### src/rtl/i2c_stop_pkg.sv
`timescale 1ns/1ps
package i2c_stop_pkg;
  typedef enum logic [2:0] {
    SQ_IDLE   = 3'd0,
    SQ_HOLD   = 3'd1,
    SQ_SCLREL = 3'd2,
    SQ_SETUP  = 3'd3,
    SQ_SDAREL = 3'd4
  } sq_state_t;
endpackage

### src/rtl/i2c_line_sync.sv
`timescale 1ns/1ps
module i2c_line_sync #(
  parameter int unsigned STAGES = 2,
  parameter int unsigned LINES  = 2
) (
  input  logic             clk,
  input  logic             rst_n,
  input  logic [LINES-1:0] line_in,
  output logic [LINES-1:0] line_sync,
  output logic [LINES-1:0] line_prev
);
  localparam int unsigned DEPTH = STAGES + 1;

  for (genvar g = 0; g < LINES; g++) begin : g_line
    logic [DEPTH-1:0] chain_q;
    logic [DEPTH-1:0] chain_d;

    always_comb chain_d = {chain_q[DEPTH-2:0], line_in[g]};

    // idle bus level is high
    always_ff @(posedge clk or negedge rst_n) begin
      if (!rst_n) chain_q <= '1;
      else        chain_q <= chain_d;
    end

    assign line_sync[g] = chain_q[STAGES-1];
    assign line_prev[g] = chain_q[STAGES];
  end
endmodule

### src/rtl/i2c_stop_gate.sv
`timescale 1ns/1ps
module i2c_stop_gate (
  input  logic clk,
  input  logic rst_n,
  input  logic en,
  input  logic wr_stb,
  input  logic wr_stop,
  input  logic wr_start,
  input  logic is_master,
  input  logic xmit,
  input  logic ack_gen,
  input  logic in_wait8,
  input  logic in_wait9,
  input  logic wait_on9,
  input  logic xfer_busy,
  input  logic arb_lost,
  input  logic comm_rel,
  input  logic stop_seen,
  output logic accept,
  output logic kill,
  output logic req,
  output logic rd
);
  logic legal_pt;
  logic req_q, req_d, req_en;
  logic fresh_q, fresh_d;

  always_comb begin
    // transmitter: only after the 9th clock; receiver: NACK mode only
    if (xmit) legal_pt = in_wait9;
    else      legal_pt = !ack_gen && (in_wait9 || (in_wait8 && !wait_on9));
    kill   = !en || arb_lost || comm_rel;
    accept = wr_stb && wr_stop && !wr_start && en && is_master &&
             !xfer_busy && !req_q && legal_pt && !kill && !stop_seen;
    req_d = req_q;
    if (accept)             req_d = 1'b1;
    if (kill || stop_seen)  req_d = 1'b0;
    req_en  = accept || kill || stop_seen;
    fresh_d = accept;
  end

  always_ff @(posedge clk or negedge rst_n) begin
    if (!rst_n)      req_q <= 1'b0;
    else if (req_en) req_q <= req_d;
  end

  always_ff @(posedge clk or negedge rst_n) begin
    if (!rst_n) fresh_q <= 1'b0;
    else        fresh_q <= fresh_d;
  end

  assign req = req_q;
  assign rd  = req_q && !fresh_q;

  assert_set_master_only_R1: assert property (@(posedge clk) disable iff (!rst_n)
    $rose(req_q) |-> $past(is_master && wr_stb && wr_stop));
  assert_no_start_with_stop_R2: assert property (@(posedge clk) disable iff (!rst_n)
    $rose(req_q) |-> !$past(wr_start));
  assert_hold_pending_R3: assert property (@(posedge clk) disable iff (!rst_n)
    (req_q && en && !arb_lost && !comm_rel && !stop_seen) |=> req_q);
  assert_idle_while_busy_R4: assert property (@(posedge clk) disable iff (!rst_n)
    $rose(req_q) |-> !$past(xfer_busy));
  assert_tx_after_ninth_R5: assert property (@(posedge clk) disable iff (!rst_n)
    ($rose(req_q) && $past(xmit)) |-> $past(in_wait9));
  assert_rx_nack_only_R6: assert property (@(posedge clk) disable iff (!rst_n)
    ($rose(req_q) && !$past(xmit)) |-> !$past(ack_gen));
  assert_clear_on_stop_R10: assert property (@(posedge clk) disable iff (!rst_n)
    stop_seen |=> !req_q);
  assert_clear_events_R11: assert property (@(posedge clk) disable iff (!rst_n)
    (!en || arb_lost || comm_rel) |=> !req_q);
  assert_readback_masked_R12: assert property (@(posedge clk) disable iff (!rst_n)
    $rose(req_q) |-> !rd);
endmodule

### src/rtl/i2c_stop_seq.sv
`timescale 1ns/1ps
module i2c_stop_seq
  import i2c_stop_pkg::*;
#(
  parameter int unsigned CNT_W = 16
) (
  input  logic             clk,
  input  logic             rst_n,
  input  logic             start,
  input  logic             kill,
  input  logic             stop_seen,
  input  logic             scl_s,
  input  logic [CNT_W-1:0] setup_cyc,
  output logic             scl_pull,
  output logic             sda_pull
);
  localparam logic [CNT_W-1:0] CNT_ONE = CNT_W'(1);

  sq_state_t        state_q, state_d;
  logic [CNT_W-1:0] cnt_q, cnt_d;
  logic             cnt_en;

  always_comb begin
    state_d = state_q;
    cnt_d   = cnt_q;
    cnt_en  = 1'b0;
    unique case (state_q)
      SQ_IDLE: if (start) begin
        state_d = SQ_HOLD;
        cnt_d   = setup_cyc;
        cnt_en  = 1'b1;
      end
      SQ_HOLD: begin
        if (cnt_q == '0) state_d = SQ_SCLREL;
        else begin
          cnt_d  = cnt_q - CNT_ONE;
          cnt_en = 1'b1;
        end
      end
      SQ_SCLREL: if (scl_s) begin
        state_d = SQ_SETUP;
        cnt_d   = setup_cyc;
        cnt_en  = 1'b1;
      end
      SQ_SETUP: begin
        if (!scl_s)            state_d = SQ_SCLREL;
        else if (cnt_q == '0)  state_d = SQ_SDAREL;
        else begin
          cnt_d  = cnt_q - CNT_ONE;
          cnt_en = 1'b1;
        end
      end
      SQ_SDAREL: ;
      default: state_d = SQ_IDLE;
    endcase
    if (kill || stop_seen) state_d = SQ_IDLE;
  end

  always_ff @(posedge clk or negedge rst_n) begin
    if (!rst_n) state_q <= SQ_IDLE;
    else        state_q <= state_d;
  end

  always_ff @(posedge clk or negedge rst_n) begin
    if (!rst_n)      cnt_q <= '0;
    else if (cnt_en) cnt_q <= cnt_d;
  end

  assign scl_pull = (state_q == SQ_HOLD);
  assign sda_pull = (state_q == SQ_HOLD) || (state_q == SQ_SCLREL) ||
                    (state_q == SQ_SETUP);

  assert_hold_countdown_R7: assert property (@(posedge clk)
    disable iff (!rst_n || kill || stop_seen)
    (state_q == SQ_HOLD && cnt_q != '0) |=>
      (state_q == SQ_HOLD && cnt_q == $past(cnt_q) - CNT_ONE));
  assert_wait_scl_high_R8: assert property (@(posedge clk)
    disable iff (!rst_n || kill || stop_seen)
    (state_q == SQ_SCLREL && !scl_s) |=> (state_q == SQ_SCLREL));
  assert_sda_rise_scl_high_R9: assert property (@(posedge clk) disable iff (!rst_n)
    ($fell(sda_pull) && !$past(kill) && !$past(stop_seen)) |-> $past(scl_s));
endmodule

### src/rtl/i2c_stop_ctrl.sv
`timescale 1ns/1ps
module i2c_stop_ctrl #(
  parameter int unsigned CNT_W       = 16,
  parameter int unsigned SYNC_STAGES = 2
) (
  input  logic             clk,
  input  logic             rst_n,
  input  logic             en,
  input  logic             wr_stb,
  input  logic             wr_stop,
  input  logic             wr_start,
  input  logic             is_master,
  input  logic             xmit,
  input  logic             ack_gen,
  input  logic             in_wait8,
  input  logic             in_wait9,
  input  logic             wait_on9,
  input  logic             xfer_busy,
  input  logic             arb_lost,
  input  logic             comm_rel,
  input  logic [CNT_W-1:0] setup_cyc,
  input  logic             scl_in,
  input  logic             sda_in,
  output logic             scl_pull,
  output logic             sda_pull,
  output logic             stop_pend,
  output logic             stop_seen
);
  localparam int unsigned LINES = 2;
  localparam int unsigned SCL_I = 0;
  localparam int unsigned SDA_I = 1;

  logic [1:0]       rst_pipe;
  logic             rst_n_i;
  logic [LINES-1:0] ln_sync, ln_prev;
  logic             accept, kill, req;

  // asynchronous assertion, synchronous release
  always_ff @(posedge clk or negedge rst_n) begin
    if (!rst_n) rst_pipe <= '0;
    else        rst_pipe <= {rst_pipe[0], 1'b1};
  end
  assign rst_n_i = rst_pipe[1];

  i2c_line_sync #(.STAGES(SYNC_STAGES), .LINES(LINES)) u_sync (
    .clk       (clk),
    .rst_n     (rst_n_i),
    .line_in   ({sda_in, scl_in}),
    .line_sync (ln_sync),
    .line_prev (ln_prev)
  );

  assign stop_seen = ln_sync[SCL_I] && ln_prev[SCL_I] &&
                     ln_sync[SDA_I] && !ln_prev[SDA_I];

  i2c_stop_gate u_gate (
    .clk       (clk),
    .rst_n     (rst_n_i),
    .en        (en),
    .wr_stb    (wr_stb),
    .wr_stop   (wr_stop),
    .wr_start  (wr_start),
    .is_master (is_master),
    .xmit      (xmit),
    .ack_gen   (ack_gen),
    .in_wait8  (in_wait8),
    .in_wait9  (in_wait9),
    .wait_on9  (wait_on9),
    .xfer_busy (xfer_busy),
    .arb_lost  (arb_lost),
    .comm_rel  (comm_rel),
    .stop_seen (stop_seen),
    .accept    (accept),
    .kill      (kill),
    .req       (req),
    .rd        (stop_pend)
  );

  i2c_stop_seq #(.CNT_W(CNT_W)) u_seq (
    .clk       (clk),
    .rst_n     (rst_n_i),
    .start     (accept),
    .kill      (kill),
    .stop_seen (stop_seen),
    .scl_s     (ln_sync[SCL_I]),
    .setup_cyc (setup_cyc),
    .scl_pull  (scl_pull),
    .sda_pull  (sda_pull)
  );

  assert_lines_follow_request_R11: assert property (@(posedge clk) disable iff (!rst_n_i)
    sda_pull |-> req);
endmodule

### config.mk
export PLATFORM = sky130hd
export DESIGN_NAME = i2c_stop_ctrl
export DESIGN_NICKNAME = d
export VERILOG_FILES = /design/src/rtl/i2c_stop_pkg.sv /design/src/rtl/i2c_line_sync.sv /design/src/rtl/i2c_stop_gate.sv /design/src/rtl/i2c_stop_seq.sv /design/src/rtl/i2c_stop_ctrl.sv
export SDC_FILE = /design/constraint.sdc
export NUM_CORES = 1
export LEC_CHECK = 0
export BUFFER_PORTS_ARGS = -buffer_cell sky130_fd_sc_hd__buf_4
export CORE_ASPECT_RATIO = 1.2
export CORE_MARGIN = 10
export CORE_UTILIZATION = 42
export CTS_BUF_LIST = sky130_fd_sc_hd__clkbuf_8
export CTS_CLUSTER_SIZE = 20
export DETAILED_ROUTE_END_ITERATION = 10
export GPL_ROUTABILITY_DRIVEN = 0
export HOLD_SLACK_MARGIN = 0.1
export MAX_ROUTING_LAYER = met4
export SYNTH_ARGS = -nofsm -noshare
export SYNTH_HDL_FRONTEND = slang
export SYNTH_SLANG_ARGS = --single-unit
### constraint.sdc
create_clock -name clk -period 1.98 [get_ports clk]
set_clock_uncertainty 0.1 [all_clocks]
set_input_delay 0.495 -clock clk [delete_from_list [all_inputs] [get_ports clk]]
set_output_delay 0.495 -clock clk [all_outputs]
set_load 0.1 [all_outputs]
; Yosys cells after proc, flatten, opt, wreduce, memory -nomap -nowiden
; Index checks and enable logic that the tools add are counted.
[op_classes]
add_sub_neg = 1
eq_ne = 12
n_mux = 20
reduce_logical = 40
[op_table]
columns = op, n
row1 = $mux W16, 4
row2 = $pmux W16 S4, 1
row3 = $mux W3, 6
row4 = $logic_not A16 Y1, 1
row5 = $sub A16 B1 Y16 const B, 1
row6 = $logic_and A1 B1 Y1, 15
row7 = $pmux W3 S5, 1
row8 = $logic_not A1 Y1, 10
row9 = $reduce_and A5 Y1, 2
row10 = $ne A3 B1 Y1 const B, 3
row11 = $logic_or A1 B1 Y1, 8
row12 = $ne A2 B1 Y1 const B, 4
row13 = $mux W1, 7
row14 = $eq A3 B2 Y1 const B, 2
row15 = $ne A4 B3 Y1 const B, 1
row16 = $pmux W1 S4, 1
row17 = $reduce_bool A4 Y1, 1
row18 = $eq A3 B1 Y1 const B, 1
row19 = $eq A3 B3 Y1 const B, 1
row20 = $logic_not A3 Y1, 1
row21 = $reduce_and A2 Y1, 1
row22 = $reduce_bool A2 Y1, 1
[word_totals]
ff_bits = 29
inputBits = 33
output_inout_bits = 4
word_cells = 80

; Longest topological paths before layout
; Gate-level depths: netlist of run 1.
[depth]
depth_word = 12
depth_mapped = 9
depth_no_buf = 7

; Modules after synthesis
; From an unflattened synthesis of run 1, not the netlist that was laid out.
[unflattened]
cells_unflattened = 191
hier_area_um2 = 1833.0
[modules_own_cells]
columns = module, n_inst, cells_each, area_per_inst_um2, seq_area_each_um2
row1 = i2c_stop_seq, 1, 163, 1456.4, 475.5
row2 = i2c_line_sync, 1, 10, 187.7, 157.7
row3 = i2c_stop_gate, 1, 14, 125.1, 50.0
row4 = i2c_stop_ctrl, 1, 4, 63.8, 50.0

; Worst setup path after synthesis of run 1
; OpenSTA, ideal clock, no wires.
[synth_timing]
path_kind = flip-flop to output port
from = register u_seq.state_q[2]
to = output scl_pull
arrival_time_ps = 2203
t_required_ps = 1385
path_slack_ps = -818
path_stages_with_launch = 5
n_path_buf = 2
path_cell_list = dfrtp_1 > nand2b_1 > clkbuf_1 > clkbuf_1 > nor2_1
[synth_between]
elab_chain_len = 1
[synth_rtl]
columns = item, line
row1 = start: declaration, i2c_stop_seq.sv:19  ; sq_state_t state_q, state_d;
row2 = start signal: assignment, i2c_stop_seq.sv:61  ; else state_q <= state_d;
row3 = $eq A3 B1 Y1, i2c_stop_seq.sv:69  ; assign scl_pull = (state_q == SQ_HOLD);
row4 = end: declaration, i2c_stop_ctrl.sv:24  ; output logic scl_pull,
; No other way between the ends.

; Worst setup path after layout of run 1
[layout_timing]
from = register u_sync.g_line[1].chain_q[2]
to = register u_seq.cnt_q[14]
[layout_between]
elab_chain_len = 7
elab_cells_between_ends = 8
cone_classes = eq/ne (1) / mux (2) / reduce/logical (5)
[layout_rtl]
columns = item, line
row1 = start: declaration, i2c_line_sync.sv:15  ; logic [DEPTH-1:0] chain_q;
row2 = start signal: assignment, i2c_line_sync.sv:23  ; else chain_q <= chain_d;
row3 = $logic_not A1 Y1 *, i2c_stop_ctrl.sv:54  ; ln_sync[SDA_I] && !ln_prev[SDA_I];
row4 = $logic_and A1 B1 Y1 *, i2c_stop_ctrl.sv:54
row5 = $logic_not A1 Y1 *, i2c_stop_gate.sv:34  ; !xfer_busy && !req_q && legal_pt && !kill && !stop_seen;
row6 = $logic_and A1 B1 Y1 *, i2c_stop_gate.sv:34
row7 = $mux W1, i2c_stop_seq.sv:28  ; SQ_IDLE: if (start) begin
row8 = $pmux W1 S4, i2c_stop_seq.sv:27  ; unique case (state_q)
row9 = $reduce_and A5 Y1 (no line) *, -
row10 = end signal: assignment, i2c_stop_seq.sv:66  ; else if (cnt_en) cnt_q <= cnt_d;
row11 = end: declaration, i2c_stop_seq.sv:20  ; logic [CNT_W-1:0] cnt_q, cnt_d;
; Every way passes the cells marked *; elsewhere a longest branch is shown, timed or not.
; A chain may end at the register's enable or synchronous reset.

==> impl_results.md, run 1 <==
- Final worst setup slack: -254 ps
- WP data arrival: 2300 ps
- Critical path cell sequence: and4b_4 -> or4b_4 -> o31a_1 -> buf_12 -> o31ai_2 -> o21ai_1
- Area of the core: 3690 um^2
- Io pins: 37
- Max Freq: 448 MHz
- Total power: 1370 uW
- Tcrit/Tclk final: 113%
- Hold Vio Cnt, Final: 0
- Final cell count without fillers: 300
- Status: finished, violations left
- Slowest stage delay, CP: 510 ps
- Starting Density: 44.2%
- P_leak: around 0.0011 uW
- IO Port Bufs: 36
- Cell area power density: 559 nW/um^2
- CP Launch Type: flop
- Initial drt markers: 94
- Share of layout cells above drive strength 1: 47.6%
- Total CTS buffers: 5
- Worst r2r src: u_sync.g_line[1].chain_q[2]
- Max Slew Vio Count: 0
- Worst-skew pair later-pin latency: 290 ps
- Max cap viols: 0
- Gr usage total: 14.7%
- Post-DRT Antenna Nets: 0
- Largest net degree at the start of global routing: 36
- Via density: 5.46
- Post-synth EDFFs: 0
- Cell variety after synth: 43
- Slowest-stage cell, CP: dfstp_2
- Num rows: 24
- H-tree Lvls: 2
- Placed Instances: 284
- Via count: roughly 1,600
- TritonRoute pass-1 iters: 4
- Seq/Total Area, Yosys: 44.9%
- Worst vdd ir: 0.545 mV
- Synth Cell Area: 1630 um^2
- FF+latch count, synth: 29
- Clock root buffer: clkbuf_8
- P&R area growth vs syn: 49.6%
- RSZ-0062 raised after global routing: yes
- Die Height: 88.3 um
- Clock transition at path regs: 70 ps
- Failing checks: negative setup slack
- Commonest non-fill, non-tap cells in the layout: 71 x buf_4, 23 x dfrtp_1, 18 x a21oi_1
- Reg2reg setup slack: -250 ps
- Most common cell after layout, fill and taps aside: buf_4
- Full die area: a little under 7000 um^2
- Req. time, crit path: 2050 ps
- Vias in the first global route: 1,718
- Setup tns final: -3740 ps
- Crit end category: flop
- CTS max path bufs: 2
- Yosys synthesis warning count: 0
- Mapped Cells: 173
- R2R depth: 6
- Worst setup path class: flop to flop
- Setup Viol. Count Final: 21
- Critical Path Fanout Max: 14
- TritonCTS clock tree: built
- Mean Syn Cell Area: ~9.4 um^2
- Dpl hpwl: 3500 um
- Die W: 76.9 um
- FF-to-FF End: u_seq.cnt_q[14]
- Number of remaining DRC errors: 0
- WP buf/inv: 1
- Hold Crit Class: flop to async pin
- Grt total ovfl: 0
- CTS sink count: 29
- Antenna Diode Count: 0
- Final WL: about 4700 um
- Nets@finish: 282
- Min cycle time layout: 2230 ps
- Ys flop type: dfrtp_1
- Wire per inst: around 16 um
- Antenna violations before repair: 0
- Core Util, Final: about two thirds
- Hold_ws: 138 ps
- First-pass GRT wire length: 7940 um
- Delay-heaviest family, CP: simple AND/OR/NAND/NOR gates
- Post-synth ARST share: 100%
- Synthesized Nets: 208
-- state kept, by name, indices dropped and copies added (netlist names) --
| register | count |
|---|---|
| u_sync.g_line.chain_q | 6 |
| u_gate.req | 1 |
| u_seq.cnt_q | 16 |
| u_gate.fresh_q | 1 |
| u_seq.state_q | 3 |
| rst_pipe | 2 |
-- through the flow --
| stage | setup WS [ps] | area (um^2) |
|---|---|---|
| 2_1_floorplan | -409 | 1650 |
| 3_3_place_gp | -454 | 2180 |
| 3_5_place_dp | -490 | 2180 |
| 4_1_cts | -256 | 2410 |
| 5_1_grt | -331 | 2440 |
| 6_report | -254 | 2440 |
-- synthesized netlist by cell type, types with 4 or more instances --
cell type	number	area, um^2
inv_1	4	15.0
nor3_1	6	30.0
clkbuf_1	6	22.5
o21ai_0	6	30.0
dfrtp_1	23	576
o31ai_1	13	97.6
o31a_1	4	35.0
o21ai_1	9	45.0
dfstp_2	6	158
and3_1	7	43.8
nand2_1	4	15.0
nor4_1	4	25.0
nor2_1	18	67.6
a21oi_1	19	95.1
-- what timing repair did --
action,CTS,global route
pin swaps,6,3
hold buffers,1,0
hold endpoints to repair,2,0
endpoints found under the setup margin,21,22
setup buffers,6,3
resized for setup,20,7
-- cells by family (layout without fill, tap and decap cells) --
family / Yosys count / count (layout) / share of synthesized area (%)
muxes: 1 / 1 / 0.613
and+or+nand+nor: 63 / 63 / 23.1
buffers and inverters: 15 / 90 / 5.13
AOI/OAI and AO/OA: 62 / 62 / 24.5
adders and majority gates: 2 / 2 / 1.53
other: 1 / 1 / 0.229
DFF: 29 / 29 / 44.9
-- how the worst max path moves through the flow --
stage / from / end / slack, ps / cells after the start
after global routing: u_sync.g_line[1].chain_q[2] / u_seq.cnt_q[14] / -330 / 6
final: u_sync.g_line[1].chain_q[2] / u_seq.cnt_q[14] / -250 / 6
after detailed placement: wr_start / u_seq.cnt_q[14] / -490 / 7
after floorplan: u_sync.g_line[1].chain_q[2] / u_seq.cnt_q[10] / -410 / 6
after CTS: u_sync.g_line[1].chain_q[2] / u_seq.cnt_q[14] / -260 / 6
after global placement: wr_start / u_seq.cnt_q[3] / -450 / 7
-- where the power goes --
part           internal, uW  switching, uW
clock                   246            245
combinational           130            103
sequential              624           18.6
total                   999            367
-- cell type report --
class / instances / area [um^2]
clock inverter: 3 / 22.5
timing repair buffer: 78 / 628
tap: 52 / 65.1
fill: 329 / 1250
sequential: 29 / 733
clock buffer: 5 / 68.8
multi-input combinational: 129 / 912
inverter: 4 / 15.0
-- metal layers --
metal | GRT usage [%] | share of wire (%)
met1 | 15.6 | 44
met2 | 25.8 | 51
met3 | 3.65 | 4.1
met4 | 6.09 | 1.3
met5 | - | 0
No activity file was read; power rests on OpenSTA's default activity.
==> inputs of run 2 (changes only) <==
- BUFFER_PORTS_ARGS: -buffer_cell sky130_fd_sc_hd__buf_4 -> default
- DONT_BUFFER_PORTS: default -> 1
==> impl_results.md, run 2 (same netlist as run 1, synthesis figures left out) <==
- Most common cell after layout, fill and taps aside: buf_4
- RSZ-0062 raised after global routing: yes
- Failing checks: negative setup slack
- Slowest stage delay, CP: 510 ps (about the same)
- Cell area power density: 654 nW/um^2 (+17%)
- Psw: 356 uW (-2.9%)
- Wire per inst: 17.5 um (+13%)
- Routed length on met3: 238 um (+25%)
- Via density: 5.77 (+5.7%)
- Commonest non-fill, non-tap cells in the layout: 37 x buf_4, 23 x dfrtp_1, 18 x a21oi_1
- Worst vdd ir: 0.509 mV (-6.5%)
- Slowest-stage cell, CP: dfstp_2
- Full die area: 6800 um^2 (unchanged)
- Initial drt markers: 121 (+29%)
- Sequential cell area: 733 um^2 (unchanged)
- Hold Crit Class: flop to async pin
- Top sig layer: met4
- Tcrit/Tclk final: 112% (-0.62 points)
- Starting Density: 44.2% (unchanged)
- Nets@finish: 250 (-11%)
- Gr usage total: 14.1% (-0.59 points)
- Max Slew Vio Count: 0 (unchanged)
- Antenna violations before repair: 0 (unchanged)
- Vias in the first global route: 1,586 (-7.7%)
- Critical path cell sequence: and4b_4 -> or4b_4 -> o31a_1 -> buf_12 -> o31ai_1 -> o21ai_1
- Number of flip-flops in the largest register: 16 (unchanged)
- CP Launch Type: flop
- Grt total ovfl: 0 (unchanged)
- P&R area growth vs syn: 38.2%
- Placed Instances: 253 (-11%)
- Worst setup path class: flop to flop
- Fillers: 309 (-6.1%)
- H-tree Lvls: 2 (unchanged)
- Hold_ws: 133 ps (-5.40 ps)
- CTS max path bufs: 2 (unchanged)
- Logic gate share of total power: 12.4% (-4.6 points)
- Register bank with the most flops: u_seq.cnt_q
- Clock share of power: 44.1% (+8.2 points)
- Total CTS buffers: 5 (unchanged)
- Post-DRT Antenna Nets: 0 (unchanged)
- Max Freq: 450 MHz (+0.55%)
- Number of remaining DRC errors: 0 (unchanged)
- R2R depth: 6 (unchanged)
- WP data arrival: 2280 ps (-20 ps)
- Share of layout cells above drive strength 1: 38.9% (-8.7 points)
- Die Height: 88.3 um (unchanged)
- Max cap viols: 0 (unchanged)
- WL met1: 1990 um (-2.3%)
- Setup tns final: -3690 ps (+55.8 ps)
- Int Power: 1120 uW (+12%)
- Clock root buffer: clkbuf_8
- Clock transition at path regs: 70 ps (about the same)
- Min cycle time layout: 2220 ps (-12.2 ps)
- Final cell count without fillers: 268 (-11%)
- Io pins: 37 (unchanged)
- P_leak: 0.000972 uW (-12%)
- Worst-skew pair later-pin latency: 290 ps (about the same)
- Crit end category: flop
- Final WL: 4700 um (+0.90%)
- Hold Vio Cnt, Final: 0 (unchanged)
- First-pass GRT wire length: 7550 um (-4.9%)
- Multi-input logic area: 910 um^2 (-0.27%)
- Biggest regs: u_seq.cnt_q: 16 flops, u_sync.g_line.chain_q: 6 flops, u_seq.state_q: 3 flops
- CTS sink count: 29 (unchanged)
- Switching Fraction: 24.1% (-2.7 points)
- Metal2 WL: 2430 um (+2.3%)
- Dpl hpwl: 3440 um (-1.8%)
- Num rows: 24 (unchanged)
- Area of the core: 3690 um^2 (unchanged)
- IO Port Bufs: 0 (-100%)
- Status: finished, violations left
- Setup Viol. Count Final: 19 (-9.5%)
- TritonRoute pass-1 iters: 4 (unchanged)
- Antenna Diode Count: 0 (unchanged)
- Req. time, crit path: 2040 ps (about the same)
- Largest net degree at the start of global routing: 28 (-22%)
- Final worst setup slack: -242 ps (+12.2 ps)
- Die W: 76.9 um (unchanged)
- Via count: 1,547 (-5.6%)
- TritonCTS clock tree: built
- Sequential fraction of design power: 43.6% (-3.4 points)
- Critical Path Fanout Max: 14 (unchanged)
## run 2: layout make-up
type | instances | area share, %
clock inverter | 2 | 1.66
sequential | 29 | 32.5
timing repair buffer | 46 | 18.4
tap | 52 | 2.88
clock buffer | 6 | 3.66
inverter | 4 | 0.665
multi-input combinational | 129 | 40.3
## run 2: worst paths after layout
check / slack [ps] / startpoint / to
worst max register to register: -240 / u_sync.g_line[1].chain_q[2] / u_seq.cnt_q[11]
worst min-delay path: 130 / rst_pipe[1] / u_seq.cnt_q[3]
max in group asynchronous: 1330 / rst_n / rst_pipe[0]
min in group clk: 260 / rst_pipe[0] / rst_pipe[1]
worst min register to register: 130 / rst_pipe[1] / u_seq.cnt_q[3]
worst max-delay path: -240 / u_sync.g_line[1].chain_q[2] / u_seq.cnt_q[11]
## run 2: power by group through the flow
stage	clock (uW)	combinational (uW)	sequential, uW
6_report	651	183	644
5_1_grt	685	201	646
4_1_cts	664	173	643
3_5_place_dp	0	161	652
3_3_place_gp	0	155	650
2_1_floorplan	0	86.5	657
## run 2: per-layer routing
metal	vias up	global-route usage, %
met4	0	6.26
met3	7	3.85
met2	57	24.4
met5	-	-
li1	728	-
met1	755	14.9
## run 2: critical path, delay by kind of cell, from the launching register on
kind            cells  cell delay (ps)
compound gates      3              630
flops               1              510
buf+inv             1              170
simple gates        2              690
## run 2: timing repair
item                       in CTS  in global routing
hold buffers                    3                  0
resized for setup              11                 11
pin swaps                       2                  7
hold endpoints to repair        4                  0
gates cloned                    0                  1
setup buffers                   1                  2
setup endpoints to repair      20                 22
## run 2: metrics by stage
stage / cell area [um^2] / power, uW / util, % / worst slack [ps]
global placement: 1970 / 806 / 53.5 / -319
finish: 2260 / 1480 / 61.1 / -242
global route: 2260 / 1530 / 61.1 / -356
CTS: 2170 / 1480 / 58.8 / -262
floorplan: 1650 / 744 / - / -409
detailed placement: 1970 / 813 / 53.5 / -363
